`src/rtl/dcs_pkg.sv`:
```
package dcs_pkg;
    typedef enum logic [1:0] {
        ST_IDLE  = 2'd0,
        ST_SEND  = 2'd1,
        ST_FINAL = 2'd2
    } tx_state_t;
endpackage

```
`src/rtl/dcs_code_regs.sv`:
```
module dcs_code_regs #(
    parameter int BYTE_W    = 8,
    parameter int NUM_BYTES = 3,
    parameter int ADDR_W    = 2,
    localparam int WORD_W   = BYTE_W * NUM_BYTES
) (
    input  logic              clk,
    input  logic              rst_n,
    input  logic              wr_en,
    input  logic [ADDR_W-1:0] wr_addr,
    input  logic [BYTE_W-1:0] wr_data,
    input  logic              len24_in,
    input  logic              load,
    output logic [WORD_W-1:0] active_word,
    output logic              active_len24
);
    logic [WORD_W-1:0] pending_word;

    // lowest address holds the most significant byte
    for (genvar g = 0; g < NUM_BYTES; g++) begin : g_byte
        logic [BYTE_W-1:0] q;
        always_ff @(posedge clk or negedge rst_n) begin
            if (!rst_n)
                q <= '0;
            else if (wr_en && (wr_addr == ADDR_W'(g)))
                q <= wr_data;
        end
        assign pending_word[(NUM_BYTES-1-g)*BYTE_W +: BYTE_W] = q;
    end

    always_ff @(posedge clk or negedge rst_n) begin
        if (!rst_n) begin
            active_word  <= '0;
            active_len24 <= 1'b1;
        end else if (load) begin
            active_word  <= pending_word;
            active_len24 <= len24_in;
        end
    end

    AST_HOLD_WORD: assert property (@(posedge clk) disable iff (!rst_n)
        !load |=> ($stable(active_word) && $stable(active_len24)));
endmodule

```
`src/rtl/dcs_tx_fsm.sv`:
```
module dcs_tx_fsm
    import dcs_pkg::*;
#(
    parameter int WORD_W = 24,
    localparam int PTR_W = $clog2(WORD_W)
) (
    input  logic              clk,
    input  logic              rst_n,
    input  logic              enable,
    input  logic              bit_stb,
    input  logic              len24,
    input  logic [WORD_W-1:0] word,
    output logic              tx_bit,
    output logic              frame_load
);
    tx_state_t        state, state_nxt;
    logic [PTR_W-1:0] ptr;
    logic [PTR_W-1:0] last_idx;

    assign last_idx = len24 ? PTR_W'(WORD_W-1) : PTR_W'(WORD_W-2);

    always_comb begin
        state_nxt = state;
        unique case (state)
            ST_IDLE:  if (enable) state_nxt = ST_SEND;
            ST_SEND:  if (!enable) state_nxt = ST_IDLE;
                      else if (bit_stb && (ptr == last_idx - PTR_W'(1)))
                          state_nxt = ST_FINAL;
            ST_FINAL: if (!enable) state_nxt = ST_IDLE;
                      else if (bit_stb) state_nxt = ST_SEND;
            default:  state_nxt = ST_IDLE;
        endcase
    end

    always_ff @(posedge clk or negedge rst_n) begin
        if (!rst_n)
            state <= ST_IDLE;
        else
            state <= state_nxt;
    end

    always_ff @(posedge clk or negedge rst_n) begin
        if (!rst_n)
            ptr <= '0;
        else if (state_nxt == ST_IDLE)
            ptr <= '0;
        else if (bit_stb && (state != ST_IDLE))
            ptr <= (state == ST_FINAL) ? '0 : ptr + PTR_W'(1);
    end

    always_comb begin
        tx_bit     = 1'b0;
        frame_load = 1'b0;
        unique case (state)
            ST_IDLE:  frame_load = 1'b1;
            ST_SEND:  tx_bit = word[ptr];
            ST_FINAL: begin
                tx_bit     = word[ptr];
                frame_load = bit_stb && enable;
            end
            default:  frame_load = 1'b1;
        endcase
    end

    AST_PTR_RANGE: assert property (@(posedge clk) disable iff (!rst_n)
        ptr <= last_idx);
    AST_FINAL_AT_END: assert property (@(posedge clk) disable iff (!rst_n)
        (state == ST_FINAL) |-> (ptr == last_idx));
    AST_STEP_ONE: assert property (@(posedge clk) disable iff (!rst_n)
        (state == ST_SEND && bit_stb && enable) |=> (ptr == $past(ptr) + PTR_W'(1)));
    AST_WRAP_TO_ZERO: assert property (@(posedge clk) disable iff (!rst_n)
        (state == ST_FINAL && bit_stb && enable) |=> (ptr == '0 && state == ST_SEND));
    AST_OFF_LOW: assert property (@(posedge clk) disable iff (!rst_n)
        !enable |=> (!tx_bit && ptr == '0));
endmodule

```
`src/rtl/dcs_rx_match.sv`:
```
module dcs_rx_match #(
    parameter int WORD_W = 24,
    localparam int CNT_W = $clog2(WORD_W + 1)
) (
    input  logic              clk,
    input  logic              rst_n,
    input  logic              bit_stb,
    input  logic              rx_bit,
    input  logic              len24,
    input  logic [WORD_W-1:0] word,
    output logic              rx_match
);
    logic [WORD_W-1:0] window, window_nxt;
    logic [CNT_W-1:0]  fill, fill_nxt, need;
    logic              hit;

    // newest bit enters at the top, oldest sits at the bottom
    assign window_nxt = {rx_bit, window[WORD_W-1:1]};
    assign fill_nxt   = (fill == CNT_W'(WORD_W)) ? fill : fill + CNT_W'(1);
    assign need       = len24 ? CNT_W'(WORD_W) : CNT_W'(WORD_W-1);
    assign hit        = len24 ? (window_nxt == word)
                              : (window_nxt[WORD_W-1:1] == word[WORD_W-2:0]);

    always_ff @(posedge clk or negedge rst_n) begin
        if (!rst_n) begin
            window   <= '0;
            fill     <= '0;
            rx_match <= 1'b0;
        end else if (bit_stb) begin
            window   <= window_nxt;
            fill     <= fill_nxt;
            rx_match <= hit && (fill_nxt >= need);
        end
    end

    AST_MATCH_FILLED: assert property (@(posedge clk) disable iff (!rst_n)
        rx_match |-> (fill >= CNT_W'(WORD_W-1)));
    AST_FILL_CAP: assert property (@(posedge clk) disable iff (!rst_n)
        fill <= CNT_W'(WORD_W));
endmodule

```
`src/rtl/dcs_serializer.sv`:
```
module dcs_serializer #(
    parameter int BYTE_W    = 8,
    parameter int NUM_BYTES = 3,
    parameter int ADDR_W    = 2
) (
    input  logic              clk,
    input  logic              rst_n,
    input  logic              wr_en,
    input  logic [ADDR_W-1:0] wr_addr,
    input  logic [BYTE_W-1:0] wr_data,
    input  logic              len24,
    input  logic              enable,
    input  logic              bit_stb,
    input  logic              rx_bit,
    output logic              tx_bit,
    output logic              rx_match
);
    localparam int WORD_W = BYTE_W * NUM_BYTES;

    logic [WORD_W-1:0] active_word;
    logic              active_len24;
    logic              frame_load;

    dcs_code_regs #(.BYTE_W(BYTE_W), .NUM_BYTES(NUM_BYTES), .ADDR_W(ADDR_W)) u_regs (
        .clk          (clk),
        .rst_n        (rst_n),
        .wr_en        (wr_en),
        .wr_addr      (wr_addr),
        .wr_data      (wr_data),
        .len24_in     (len24),
        .load         (frame_load),
        .active_word  (active_word),
        .active_len24 (active_len24)
    );

    dcs_tx_fsm #(.WORD_W(WORD_W)) u_tx (
        .clk        (clk),
        .rst_n      (rst_n),
        .enable     (enable),
        .bit_stb    (bit_stb),
        .len24      (active_len24),
        .word       (active_word),
        .tx_bit     (tx_bit),
        .frame_load (frame_load)
    );

    dcs_rx_match #(.WORD_W(WORD_W)) u_rx (
        .clk      (clk),
        .rst_n    (rst_n),
        .bit_stb  (bit_stb),
        .rx_bit   (rx_bit),
        .len24    (active_len24),
        .word     (active_word),
        .rx_match (rx_match)
    );

    AST_RESET_QUIET: assert property (@(posedge clk) $rose(rst_n) |-> (!tx_bit && !rx_match));
endmodule

```
`config.mk`:
```
export PLATFORM = sky130hd
export DESIGN_NAME = dcs_serializer
export DESIGN_NICKNAME = d
export VERILOG_FILES = /design/src/rtl/dcs_pkg.sv /design/src/rtl/dcs_code_regs.sv /design/src/rtl/dcs_tx_fsm.sv /design/src/rtl/dcs_rx_match.sv /design/src/rtl/dcs_serializer.sv
export SDC_FILE = /design/constraint.sdc
export NUM_CORES = 1
export LEC_CHECK = 0
export ABC_CLOCK_PERIOD_IN_PS = 5320
export BUFFER_PORTS_ARGS = -buffer_cell sky130_fd_sc_hd__buf_2
export CAP_MARGIN = 20
export CORE_UTILIZATION = 55
export CTS_BUF_LIST = sky130_fd_sc_hd__clkbuf_8
export DETAILED_ROUTE_END_ITERATION = 16
export PLACE_DENSITY = 0.72
export SLEW_MARGIN = 20
export SYNTH_ARGS = -nofsm -noshare
export SYNTH_HDL_FRONTEND = slang
export SYNTH_SLANG_ARGS = --single-unit
```
`constraint.sdc`:
```
create_clock -name clk -period 5.32 [get_ports clk]
set_input_delay 0.266 -clock clk [delete_from_list [all_inputs] [get_ports clk]]
set_output_delay 0.266 -clock clk [all_outputs]
set_load 0.02 [all_outputs]
```
==> out/summary.txt <==
======================================================================================================
Result of the run                                                                            completed
Aggregate global routing overflow                                                                    0
R2r setup slk                                                                                  3.11 ns
Boundary Pins                                                                                       19
Launching element type of the critical path                                                  flip-flop
Pins Over Slew Limit                                                                                 0
Crit Path Class                                                                           flip-flop to primary output
Total of cells resized after clock tree synthesis                                                    0
Highest fanout seen on the critical path                                                            11
Switching part of the total power                                                                36.2%
Maximum clock frequency                                                                        375 MHz
Beginning of the critical path                                                            u_tx.ptr[0]$_DFFE_PN0P_
Count of state elements after synthesis                                                             85
Relative slew slack                                                                              51.2%
Number of warnings printed during yosys synthesis                                                    0
Min setup slack post-route                                                                     2.65 ns
Post-layout nets                                                                                   376
Clock sink count                                                                                    85
Number of antenna violations at the first check in global routing                                    0
Total number of H-tree levels                                                                        3
Clock insertion delay at the later pin of the skew report                                      0.36 ns
Routed wirelength normalized by instance count                                                 18.0 um
Row cnt                                                                                             31
Fill count                                                                                         584
Vias in the first global route                                                                   2,693
Height of the die                                                                              90.2 um
Adder and majority gate portion of the synthesized area                                          3.22%
Final Setup Violations                                                                               0
Most area-hungry cell type in the Yosys netlist                                           sky130_fd_sc_hd__dfrtp_1
Net switching power                                                                           0.950 mW
Core outline area                                                                             7370 um2
Detail-routed via count per cell                                                                  5.77
Number of cells produced by synthesis                                                              325
Final hold slack                                                                              0.115 ns
Post-route core utilization                                                                      63.4%
XOR/XNOR share of the synthesized area                                                           11.7%
Clock transition at the register clock pins on the worst setup and hold paths after CTS        0.08 ns
Antenna Nets Post-Route                                                                              0
Via count of the routed design                                                                   2,606
Power share of the clock group                                                                   17.5%
Detailed-route DRC error count                                                                       0
Buffers added on ports                                                                              18
Mapped cell area                                                                              4280 um2
Logic depth of the worst register-to-register path                                                  11
Transition time at the pin with the least slew margin                                         0.728 ns
Arrival time at the worst endpoint                                                             2.40 ns
Final standard cell count with taps included and fillers excluded                                  452
Final period util                                                                                50.1%
Final Wtd Congestion                                                                             0.833
Multiplexer share of the synthesized area                                                        23.3%
TritonCTS clock tree                                                                             built
Number of buffers on the longest clock path                                                          2
Wire length of the first global-routing pass                                                   13.9 mm
Power density normalized to cell area                                                       561 nW/um2
Post-route standard cell area excluding fillers                                               4680 um2
Total power after layout                                                                       2.62 mW
Simple-Gate Fraction of Synth Area                                                               7.28%
Static leakage power                                                                           1.97 nW
Synthesized area per cell                                                                     13.2 um2
Time the final worst path needs with I/O delays and setup                                      2.67 ns
Capturing instance or port of the critical path                                                 tx_bit
Final hold vios                                                                                      0
Dominant combinational cell family by area after synthesis                                multiplexers
Share of total power in combinational logic                                                      35.7%
Area Growth Syn to Fin                                                                           9.27%
Type of the worst min-delay path                                                          input port to flip-flop
Sum of net half-perimeters after detailed placement                                            5.98 mm
Layout cell share with drive strength beyond 1                                                   32.6%
Required time of the worst setup path                                                          5.05 ns
Peak ir drop on the vdd network                                                             0.000269 V
Area after DPL                                                                                4470 um2
Die Span X                                                                                     90.2 um
Element type at the critical path end                                                     primary output
Starting density of the core                                                                     58.1%
Worst slack after detailed placement                                                           3.02 ns
Cell count after placement                                                                         435
Synthesized netlist net count                                                                      353
Area fraction of the dominant cell type after synthesis                                          49.1%
Top cells by area, synth                                                                  sky130_fd_sc_hd__dfrtp_1, sky130_fd_sc_hd__mux2_2, sky130_fd_sc_hd__xnor2_1, sky130_fd_sc_hd__xor2_1, sky130_fd_sc_hd__ha_1
Distinct cell type count after synthesis                                                            35
Complex-gate fraction of the synthesized area                                                    3.07%
Internal Pwr Total                                                                             1.67 mW
Total routed wirelength                                                                        8.14 mm
Capture instance of the worst register-to-register path                                   u_rx.rx_match$_DFFE_PN0P_
Relative contribution of sequential cells to total power                                         46.8%
Detailed router's first-iteration violation count                                                  126
Pin count of the biggest net entering global routing                                                57
Total GRT Usage                                                                                  22.3%
Antenna diode count                                                                                  0
Unrepaired setup endpoints after global routing                                                     no
Number of clock buffers inserted by TritonCTS                                                        9
Fin Clk Skew                                                                                 0.0102 ns
Max-capacitance violation count                                                                      0
R2r startpoint                                                                            u_rx.fill[0]$_DFFE_PN0P_
Number of detailed-routing iterations run before antenna repair                                      4
Full die area                                                                                 8140 um2
Most common cell after layout, fill and taps aside                                        sky130_fd_sc_hd__dfrtp_1
Final TNS setup                                                                                   0 ns
Top library cells by usage in the layout, fill and taps aside                             sky130_fd_sc_hd__dfrtp_1, sky130_fd_sc_hd__mux2_2, sky130_fd_sc_hd__xnor2_1
Cell at the root of the clock tree                                                        sky130_fd_sc_hd__clkbuf_8
Seq/Total Area, Yosys                                                                            49.7%
======================================================================================================
## cell type report
| class | instances | area [um2] | share of cell area, % |
|---|---|---|---|
| clock inverter | 7 | 73.8 | 1.58 |
| sequential | 85 | 2130 | 45.5 |
| inverter | 7 | 26.3 | 0.562 |
| tap | 99 | 124 | 2.65 |
| clock buffer | 9 | 124 | 2.65 |
| multi-input combinational | 224 | 2080 | 44.5 |
| timing repair buffer | 21 | 118 | 2.52 |
## state kept, by name, indices dropped and copies added (netlist names)
register             flops
u_rx.fill                5
u_tx.ptr                 5
u_regs.g_byte.q         24
u_rx.rx_match            1
u_regs.active_word      24
u_tx.state               2
u_regs.active_len24      1
u_rx.window             23
## what timing repair did
item,4_1_cts,5_1_grt
buffers inserted,0,0
endpoints found under the hold margin,28,0
hold buffers,1,0
## worst max-delay path, stage by stage (launching register included)
cell and delay, ns:
sky130_fd_sc_hd__dfrtp_1 0.64, sky130_fd_sc_hd__mux4_1 0.61, sky130_fd_sc_hd__mux4_2 0.47, sky130_fd_sc_hd__nand3b_1 0.09, sky130_fd_sc_hd__o21ai_1 0.07, sky130_fd_sc_hd__buf_2 0.16
## power by group through the flow
stage | sequential (mW) | combinational [mW] | clock [mW]
after global routing | 1.27 | 1.04 | 0.501
after floorplan | 1.11 | 0.810 | 0
after detailed placement | 1.24 | 0.945 | 0
after CTS | 1.23 | 0.951 | 0.469
after global placement | 1.23 | 0.921 | 0
final | 1.23 | 0.937 | 0.458
## synthesized netlist by cell type
library cell / n
sky130_fd_sc_hd__xor2_1: 25
sky130_fd_sc_hd__mux4_1: 2
sky130_fd_sc_hd__o21a_1: 1
sky130_fd_sc_hd__buf_6: 1
sky130_fd_sc_hd__nand2b_1: 2
sky130_fd_sc_hd__nor3b_2: 1
sky130_fd_sc_hd__buf_2: 6
sky130_fd_sc_hd__xnor2_1: 32
sky130_fd_sc_hd__buf_1: 2
sky130_fd_sc_hd__a211oi_1: 1
sky130_fd_sc_hd__nor2_1: 7
sky130_fd_sc_hd__and2_1: 5
sky130_fd_sc_hd__nand4_1: 10
sky130_fd_sc_hd__dfstp_2: 1
sky130_fd_sc_hd__nor4_1: 6
sky130_fd_sc_hd__mux2i_1: 2
sky130_fd_sc_hd__mux2_2: 72
sky130_fd_sc_hd__o2bb2ai_1: 2
sky130_fd_sc_hd__ha_1: 11
sky130_fd_sc_hd__a21oi_1: 5
sky130_fd_sc_hd__o21ai_1: 1
sky130_fd_sc_hd__dfrtp_1: 84
sky130_fd_sc_hd__inv_1: 7
sky130_fd_sc_hd__or3_1: 1
sky130_fd_sc_hd__a22oi_1: 1
sky130_fd_sc_hd__nor3_1: 4
sky130_fd_sc_hd__nand3b_1: 4
sky130_fd_sc_hd__nand3_1: 5
sky130_fd_sc_hd__nor3b_1: 1
sky130_fd_sc_hd__o41ai_1: 1
sky130_fd_sc_hd__o21ai_0: 6
sky130_fd_sc_hd__nand2_1: 6
sky130_fd_sc_hd__a21o_1: 3
sky130_fd_sc_hd__mux4_2: 5
sky130_fd_sc_hd__nand4b_1: 2
## cells by family after synthesis
family	Yosys count
adder cells (fa/ha/maj)	11
XOR/XNOR	57
flip-flops	85
AND/OR/NAND/NOR	54
multiplexers	81
buffers and inverters	16
AO/OA/AOI/OAI	21
## how the worst min path moves through the flow
stage,start,to,slack [ns],depth (start not counted)
4_1_cts,len24,u_regs.active_len24$_DFFE_PN1P_,0.11,3
6_report,len24,u_regs.active_len24$_DFFE_PN1P_,0.12,3
5_1_grt,wr_data[7],u_regs.g_byte[2].q[7]$_DFFE_PN0P_,0.16,2
2_1_floorplan,rst_n,u_regs.active_word[0]$_DFFE_PN0P_,-0.03,0
3_3_place_gp,rst_n,u_tx.state[0]$_DFF_PN0_,0.22,1
3_5_place_dp,rst_n,u_tx.state[1]$_DFF_PN0_,0.23,1
## metal layers
metal | share of wire (%) | GRT usage (%) | wire length (um) | vias up
li1 | - | - | - | 1208
met1 | 47 | 29.8 | 3810 | 1342
met2 | 49 | 35.6 | 3970 | 40
met3 | 2.6 | 5.50 | 208 | 16
met4 | 1.9 | 7.53 | 155 | 0
met5 | 0 | 0 | 0 | -
Note: power is estimated with default switching activity, not from simulation.
